$ cat src/rtl/realign_pkg.sv
package realign_pkg;

  // Per-latch operand state
  typedef enum logic [1:0] {
    SLOT_EMPTY = 2'd0,
    SLOT_MISAL = 2'd1,
    SLOT_WAIT  = 2'd2,
    SLOT_READY = 2'd3
  } slot_state_e;

endpackage

$ cat src/rtl/realign_sel.sv
// Builds the crossbar selects that rotate the element byte into the row's lane.
module realign_sel #(
  parameter int LANES    = 4,
  parameter int ROW_LANE = 1,
  localparam int OFF_W   = $clog2(LANES)
) (
  input  logic [OFF_W-1:0]       off,
  output logic [LANES*OFF_W-1:0] sel
);

  for (genvar i = 0; i < LANES; i++) begin : g_lane
    always_comb begin
      sel[i*OFF_W +: OFF_W] = OFF_W'((i + LANES - ROW_LANE + int'(off)) % LANES);
    end
  end

endmodule

$ cat src/rtl/operand_slot.sv
// One source operand latch with its alignment state.
module operand_slot
  import realign_pkg::*;
#(
  parameter int WORD_W = 32,
  parameter int OFF_W  = 2
) (
  input  logic              clk,
  input  logic              rst,
  input  logic              load,
  input  logic              load_aligned,
  input  logic [WORD_W-1:0] load_data,
  input  logic [OFF_W-1:0]  load_off,
  input  logic              grant,
  input  logic              rsp_wr,
  input  logic [WORD_W-1:0] rsp_data,
  input  logic              clear,
  output slot_state_e       st_q,
  output logic [WORD_W-1:0] data_q,
  output logic [OFF_W-1:0]  off_q
);

  always_ff @(posedge clk) begin
    if (rst) begin
      st_q   <= SLOT_EMPTY;
      data_q <= '0;
      off_q  <= '0;
    end else if (clear) begin
      st_q <= SLOT_EMPTY;
    end else begin
      case (st_q)
        SLOT_EMPTY: if (load) begin
          data_q <= load_data;
          off_q  <= load_off;
          st_q   <= load_aligned ? SLOT_READY : SLOT_MISAL;
        end
        SLOT_MISAL: if (grant) st_q <= SLOT_WAIT;
        SLOT_WAIT: if (rsp_wr) begin
          data_q <= rsp_data;
          st_q   <= SLOT_READY;
        end
        default: ;
      endcase
    end
  end

endmodule

$ cat src/rtl/byte_realign_row.sv
// Reservation-station row that realigns operand bytes through a permute unit.
module byte_realign_row
  import realign_pkg::*;
#(
  parameter int LANES    = 4,
  parameter int BYTE_W   = 8,
  parameter int ROW_LANE = 1,
  localparam int WORD_W  = LANES * BYTE_W,
  localparam int OFF_W   = $clog2(LANES),
  localparam int SEL_W   = LANES * OFF_W
) (
  input  logic              clk,
  input  logic              rst,
  input  logic              in_valid,
  input  logic              in_src,
  input  logic [WORD_W-1:0] in_data,
  input  logic [OFF_W-1:0]  in_off,
  output logic              pm_req_valid,
  input  logic              pm_req_ready,
  output logic              pm_req_src,
  output logic [WORD_W-1:0] pm_req_data,
  output logic [SEL_W-1:0]  pm_req_sel,
  input  logic              pm_rsp_valid,
  input  logic              pm_rsp_src,
  input  logic [WORD_W-1:0] pm_rsp_data,
  output logic              iss_valid,
  input  logic              iss_ready,
  output logic [BYTE_W-1:0] iss_a,
  output logic [BYTE_W-1:0] iss_b
);

  localparam int NSRC = 2;

  slot_state_e             st     [NSRC];
  logic [WORD_W-1:0]       sdata  [NSRC];
  logic [OFF_W-1:0]        soff   [NSRC];
  logic                    in_aligned;
  logic                    busy;
  logic                    pick0, pick1;
  logic                    req_fire, iss_fire;
  logic [OFF_W-1:0]        pick_off;

  assign in_aligned = (in_off == OFF_W'(ROW_LANE));
  assign busy       = (st[0] == SLOT_WAIT) || (st[1] == SLOT_WAIT);

  // src1 wins the single permute slot
  assign pick0 = (st[0] == SLOT_MISAL);
  assign pick1 = !pick0 && (st[1] == SLOT_MISAL);

  assign pm_req_valid = !busy && (pick0 || pick1);
  assign pm_req_src   = pick1;
  assign pm_req_data  = pick1 ? sdata[1] : sdata[0];
  assign pick_off     = pick1 ? soff[1] : soff[0];
  assign req_fire     = pm_req_valid && pm_req_ready;

  assign iss_valid = (st[0] == SLOT_READY) && (st[1] == SLOT_READY);
  assign iss_fire  = iss_valid && iss_ready;
  assign iss_a     = sdata[0][ROW_LANE*BYTE_W +: BYTE_W];
  assign iss_b     = sdata[1][ROW_LANE*BYTE_W +: BYTE_W];

  realign_sel #(
    .LANES   (LANES),
    .ROW_LANE(ROW_LANE)
  ) u_sel (
    .off(pick_off),
    .sel(pm_req_sel)
  );

  for (genvar k = 0; k < NSRC; k++) begin : g_slot
    operand_slot #(
      .WORD_W(WORD_W),
      .OFF_W (OFF_W)
    ) u_slot (
      .clk         (clk),
      .rst         (rst),
      .load        (in_valid && (in_src == 1'(k))),
      .load_aligned(in_aligned),
      .load_data   (in_data),
      .load_off    (in_off),
      .grant       (req_fire && (pm_req_src == 1'(k))),
      .rsp_wr      (pm_rsp_valid && (pm_rsp_src == 1'(k))),
      .rsp_data    (pm_rsp_data),
      .clear       (iss_fire),
      .st_q        (st[k]),
      .data_q      (sdata[k]),
      .off_q       (soff[k])
    );
  end

endmodule

$ cat config.mk
export PLATFORM = sky130hd
export DESIGN_NAME = byte_realign_row
export DESIGN_NICKNAME = d
export VERILOG_FILES = /design/src/rtl/realign_pkg.sv /design/src/rtl/realign_sel.sv /design/src/rtl/operand_slot.sv /design/src/rtl/byte_realign_row.sv
export SDC_FILE = /design/constraint.sdc
export NUM_CORES = 1
export LEC_CHECK = 0
export ABC_AREA = 1
export CORE_MARGIN = 3
export CORE_UTILIZATION = 52
export CTS_CLUSTER_DIAMETER = 120
export DETAILED_ROUTE_END_ITERATION = 8
export PLACE_DENSITY_LB_ADDON = 0.3
export SLEW_MARGIN = 10
export SYNTH_ARGS = -nofsm -noshare
export SYNTH_HDL_FRONTEND = slang
export SYNTH_SLANG_ARGS = --single-unit
$ cat constraint.sdc
create_clock -name clk -period 5.66 [get_ports clk]
set_input_delay 1.698 -clock clk [delete_from_list [all_inputs] [get_ports clk]]
set_output_delay 1.698 -clock clk [all_outputs]
set_load 0.005 [all_outputs]
# Yosys cells after proc, flatten, opt, wreduce, memory -nomap -nowiden
# Cells that the tools add are included.
# classes
n_lt_le_gt_ge	0
n_eq_ne	13
n_div	0
muxes	17
n_mul	0
n_reduce_logical	28
n_shift	0
addsub	4
n_bitwise	4
# ops
operator	n
$mux W32	5
$pmux W32 S2	2
$mux W2	8
$reduce_and A4 Y1	4
$ne A2 B1 Y1 const B	6
$pmux W2 S3	2
$logic_and A1 B1 Y1	11
$eq A2 B2 Y1 const B	4
$eq A2 B1 Y1 const B	3
$reduce_and A3 Y1	2
$reduce_bool A3 Y1	2
$add A1 B2 Y2 const A	2
$add A2 B2 Y2 const A	2
$logic_not A2 Y1	2
$not A1 Y1	4
$reduce_bool A2 Y1	2
$logic_not A1 Y1	2
$logic_or A1 B1 Y1	2
$reduce_or A2 Y1	1
# word_totals
ramBits	0
latchBits	0
out_inout_bits	59
memories	0
word_cells	72
register_bits	72
inputBits	74
romBits	0

# Longest topological paths before layout
# logic_depth
depth_word	9
ltp_mapped	10

# Modules after synthesis
# A second synthesis with hierarchy kept.
# hier_totals
cells_unflattened	918
hier_area_um2	4951.0
# modules_own_cells
module	area_per_inst_um2	instances	cells_each
operand_slot	2158.3	2	384
byte_realign_row	574.3	1	138
realign_sel	60.1	1	12

# Least setup slack after synthesis
# OpenSTA, ideal clock, no wires.
# synth_path
path_kind	register to output
from	register g_slot[0].u_slot.st_q[1]
to	output port pm_req_sel[1]
stages_incl_launch_ff	8
arrival_time_ps	1374
setup_slack_ps	2588
t_required_ps	3962
path_cell_list	dfxtp_1 inv_1 ha_1 inv_1 nand2_1 o21ai_1 xnor2_1 inv_1
# synth_between
elab_chain_cells	5
# synth_rtl
element	line	rtl
start, declared	operand_slot.sv:18	output slot_state_e st_q,
start signal, assigned	operand_slot.sv:35	st_q <= load_aligned ? SLOT_READY : SLOT_MISAL;
$eq A2 B1 Y1	byte_realign_row.sv:47	assign pick0 = (st[0] == SLOT_MISAL);
$logic_not A1 Y1	byte_realign_row.sv:48	assign pick1 = !pick0 && (st[1] == SLOT_MISAL);
$logic_and A1 B1 Y1	byte_realign_row.sv:48	
$mux W2	byte_realign_row.sv:53	assign pick_off = pick1 ? soff[1] : soff[0];
$add A2 B2 Y2	realign_sel.sv:13	sel[i*OFF_W +: OFF_W] = OFF_W'((i + LANES - ROW_LANE + int'(off)) % LANES);
end, declared	byte_realign_row.sv:22	output logic [SEL_W-1:0] pm_req_sel,
# No other way between the ends.

# Worst setup path in the final report
# layout_path
from	register g_slot[0].u_slot.st_q[1]
to	output port pm_req_sel[5]
# layout_between
elab_chain_cells	5
# layout_rtl
element	line
$eq A2 B1 Y1	byte_realign_row.sv:47
$logic_not A1 Y1	byte_realign_row.sv:48
$logic_and A1 B1 Y1	byte_realign_row.sv:48
$mux W2	byte_realign_row.sv:53
$add A1 B2 Y2	realign_sel.sv:13
# No other way between the ends.

==> run_summary.xml <==
<?xml version="1.0" encoding="UTF-8"?>
<metrics>
  <group name="floorplan">
    <metric name="design.core.area" unit="um2">8220</metric>
    <metric name="die_height" unit="um">98.2</metric>
    <metric name="floorplan.initialDensity" unit="">0.538</metric>
    <metric name="die_area" unit="um2">9650</metric>
    <metric name="fp-row-count" unit="">33</metric>
    <metric name="design.portCount" unit="">133</metric>
    <metric name="die_width" unit="um">98.2</metric>
  </group>
  <group name="synth">
    <metric name="netlist_area_before_placement" unit="um2">4420</metric>
    <metric name="asyncSetResetFlopFracSynth" unit="">0</metric>
    <metric name="synth_edf_count" unit="">0</metric>
    <metric name="synth.avg_cell_area" unit="um2">6.52</metric>
    <metric name="synth_sequential_area_ratio" unit="">0.326</metric>
    <metric name="synth.ff_latch_count" unit="">72</metric>
    <metric name="net_count_after_synthesis" unit="">764</metric>
    <metric name="top_reg_cell_synth" unit="">sky130_fd_sc_hd__dfxtp_1</metric>
    <metric name="synth_cell_type_count" unit="">28</metric>
    <metric name="number_of_standard_cells_after_synthesis" unit="">678</metric>
    <metric name="yosysWarnings" unit="">0</metric>
  </group>
  <group name="hold_path">
    <metric name="min-delay-path-class" unit="">flop to flop</metric>
    <metric name="timing.hold.worst_path_depth" unit="">2</metric>
    <metric name="worstHoldStart" unit="">g_slot[0].u_slot.off_q[1]</metric>
  </group>
  <group name="cts">
    <metric name="cts-htree-levels" unit="">3</metric>
    <metric name="clock-root-buffer" unit="">sky130_fd_sc_hd__clkbuf_8</metric>
    <metric name="clockBufferDepth" unit="">2</metric>
    <metric name="postCtsSetupRepairBufs" unit="">0</metric>
    <metric name="cts-resized-gates" unit="">0</metric>
    <metric name="cts_inserted_buffers" unit="">9</metric>
    <metric name="post_cts_hold_buffer_count" unit="">0</metric>
    <metric name="cts.sink_count" unit="">72</metric>
    <metric name="tritoncts" unit="">yes</metric>
    <metric name="clk_latency" unit="ns">0.36</metric>
    <metric name="clk_pin_slew" unit="ns">0.08</metric>
  </group>
  <group name="detailed_routing">
    <metric name="dr.first_iter.drc_count" unit="">250</metric>
    <metric name="ant_nets" unit="">0</metric>
    <metric name="routed_wire_length_per_instance" unit="um">14.2</metric>
    <metric name="dr.pass1.iters" unit="">6</metric>
    <metric name="detail_route.vias_per_cell" unit="">5.27</metric>
    <metric name="drcViolationCount" unit="">0</metric>
    <metric name="finalWirelength" unit="um">12500</metric>
    <metric name="dr_total_vias" unit="">4619</metric>
  </group>
  <group name="sta">
    <metric name="post-route-min-period" unit="ns">4.56</metric>
    <metric name="maxClockFrequency" unit="GHz">0.219</metric>
    <metric name="final_report_max_slew_violation_count" unit="">0</metric>
    <metric name="timing_worst_slew_pin_value" unit="ns">1.22</metric>
    <metric name="whs" unit="ns">0.449</metric>
    <metric name="finalHoldViolations" unit="">0</metric>
    <metric name="grt_setup_unrepaired" unit="">false</metric>
    <metric name="worst_clock_skew" unit="ns">0.0121</metric>
    <metric name="setup_violations" unit="">0</metric>
    <metric name="post-route-period-util" unit="">0.805</metric>
    <metric name="timing.slew.headroom" unit="">0.187</metric>
    <metric name="setup_total_negative_slack" unit="ns">0</metric>
  </group>
  <group name="cells_and_area">
    <metric name="finish.net_count" unit="">854</metric>
    <metric name="post_route_cells_drive_above_1_share" unit="">0.0751</metric>
    <metric name="syn_to_final_growth" unit="%">30.9</metric>
    <metric name="mostFrequentLayoutCells" unit="">246 x sky130_fd_sc_hd__nand2_1, 132 x sky130_fd_sc_hd__clkdlybuf4s50_1, 73 x sky130_fd_sc_hd__nor2_1, 72 x sky130_fd_sc_hd__dfxtp_1, 54 x sky130_fd_sc_hd__inv_1</metric>
    <metric name="mostFrequentLayoutCell" unit="">sky130_fd_sc_hd__nand2_1</metric>
    <metric name="utilization" unit="">0.704</metric>
    <metric name="num_antenna_cells" unit="">0</metric>
  </group>
  <group name="critical_path">
    <metric name="worst_r2r_startpoint" unit="">g_slot[0].u_slot.st_q[0]</metric>
    <metric name="crit_path_cell_trace" unit="">inv_1 -&gt; ha_1 -&gt; inv_1 -&gt; nand2_2 -&gt; o21ai_1 -&gt; xnor2_1 -&gt; clkdlybuf4s50_1</metric>
    <metric name="setup.reg_to_reg.worst_slack" unit="ns">3.09</metric>
    <metric name="critical_path.max_fanout" unit="">38</metric>
    <metric name="criticalPathCategory" unit="">flop to output port</metric>
    <metric name="rr_worst_depth" unit="">8</metric>
    <metric name="critical_path.most_common_cell" unit="">sky130_fd_sc_hd__inv_1</metric>
    <metric name="worstSetupEndpointType" unit="">output port</metric>
    <metric name="crit_arrival" unit="ns">2.86</metric>
    <metric name="cp-start-kind" unit="">flop</metric>
    <metric name="cp-startpoint" unit="">g_slot[0].u_slot.st_q[1]</metric>
    <metric name="crit_path_max_incr_delay" unit="ns">0.60</metric>
    <metric name="cp.required" unit="ns">3.96</metric>
    <metric name="slowest_stage_cell_cp" unit="">sky130_fd_sc_hd__clkdlybuf4s50_1</metric>
  </group>
  <group name="global_routing">
    <metric name="global_route.overflow_total" unit="">0</metric>
    <metric name="global_route.usage.total" unit="">0.256</metric>
    <metric name="first_global_vias" unit="">4481</metric>
    <metric name="global_route_wire_length_before_repair" unit="um">20500</metric>
    <metric name="grt_max_degree" unit="">65</metric>
    <metric name="number_of_antenna_violations_at_the_first_check_in_global_routing" unit="">0</metric>
  </group>
  <group name="pwr">
    <metric name="power_per_cell_area" unit="nW/um2">570</metric>
    <metric name="power.static_leakage" unit="nW">2.49</metric>
    <metric name="irDropWorstVdd" unit="mV">0.483</metric>
  </group>
  <group name="status">
    <metric name="status" unit="">finished, final reports clean</metric>
  </group>
  <group name="placement">
    <metric name="place_congestion" unit="">0.826</metric>
    <metric name="place_hpwl" unit="um">8310</metric>
    <metric name="placement.io_buffers" unit="">132</metric>
  </group>
  <group name="job">
    <metric name="max_cap_viol_count" unit="">0</metric>
  </group>
</metrics>
final cells by class:
cell class / count / area, um2
sequential: 72 / 1440
fill: 711 / 2430
multi-input combinational: 492 / 2390
clock buffer: 9 / 124
inverter: 56 / 213
tap: 105 / 131
clock inverter: 6 / 133
timing repair buffer: 137 / 1360
critical path: cells and delay by family (launching register included):
kind	cells	cell delay, ns
and+or+nand+nor	1	0.40
buffers and inverters	3	0.83
AOI/OAI and AO/OA	1	0.45
DFF	1	0.38
xor gates and xnor gates	1	0.20
adders and majority gates	1	0.21
routing by layer:
| layer | routed length (um) | GRT usage | up-vias |
|---|---|---|---|
| met3 | 809 | 0.0464 | 34 |
| met2 | 5960 | 0.433 | 189 |
| met5 | 0 | 0 | - |
| li1 | - | - | 2270 |
| met1 | 5340 | 0.323 | 2126 |
| met4 | 357 | 0.0998 | 0 |
state kept, by name, summed over array words and instances, names as in the netlist:
| register | flops |
|---|---|
| g_slot.u_slot.off_q | 4 |
| g_slot.u_slot.data_q | 64 |
| g_slot.u_slot.st_q | 4 |
report_power, final:
part / internal, mW / leakage (nW) / switching [mW]
clock: 0.334 / 0.125 / 0.201
sequential: 0.725 / 0.596 / 0.103
combinational: 0.813 / 1.76 / 1.12
total: 1.87 / 2.49 / 1.43
per-stage QoR:
step	area (um2)	worst slack, ns	power (mW)	instances
floorplan	4420	2.59	2.20	678
global placement	5530	1.69	2.71	862
detailed placement	5530	1.56	2.76	862
CTS	5790	1.10	3.30	877
global route	5790	0.883	3.57	877
finish	5790	1.10	3.30	877
path summary, 6_finish.rpt:
kind / to
worst max register to register: g_slot[0].u_slot.data_q[12]
worst max-delay path: pm_req_sel[5]
worst min-delay path: g_slot[0].u_slot.off_q[1]
worst min register to register: g_slot[0].u_slot.off_q[1]
kinds of logic (layout without fill, tap and decap cells):
group,after synthesis,after routing,share of synthesized area
buf+inv,114,208,0.135
xor+xnor,1,1,0.00198
compound gates,112,112,0.171
fa+ha+maj,12,12,0.0340
flops,72,72,0.326
simple gates,367,367,0.332
synth_stat cells, types with 2 or more instances:
| cell type | instances | share of area |
|---|---|---|
| sky130_fd_sc_hd__nand2_2 | 2 | 0.0028 |
| sky130_fd_sc_hd__a21oi_1 | 10 | 0.011 |
| sky130_fd_sc_hd__ha_1 | 12 | 0.034 |
| sky130_fd_sc_hd__dfxtp_1 | 72 | 0.33 |
| sky130_fd_sc_hd__a21oi_2 | 30 | 0.059 |
| sky130_fd_sc_hd__o21ai_1 | 2 | 0.0023 |
| sky130_fd_sc_hd__nor2_1 | 73 | 0.062 |
| sky130_fd_sc_hd__buf_4 | 21 | 0.036 |
| sky130_fd_sc_hd__o21ai_0 | 36 | 0.041 |
| sky130_fd_sc_hd__clkbuf_1 | 16 | 0.014 |
| sky130_fd_sc_hd__a21boi_0 | 32 | 0.054 |
| sky130_fd_sc_hd__inv_1 | 54 | 0.046 |
| sky130_fd_sc_hd__nand3_1 | 39 | 0.044 |
| sky130_fd_sc_hd__buf_6 | 10 | 0.025 |
| sky130_fd_sc_hd__buf_2 | 10 | 0.011 |
| sky130_fd_sc_hd__nand2_1 | 247 | 0.21 |
(Power assumes the default switching activity.)
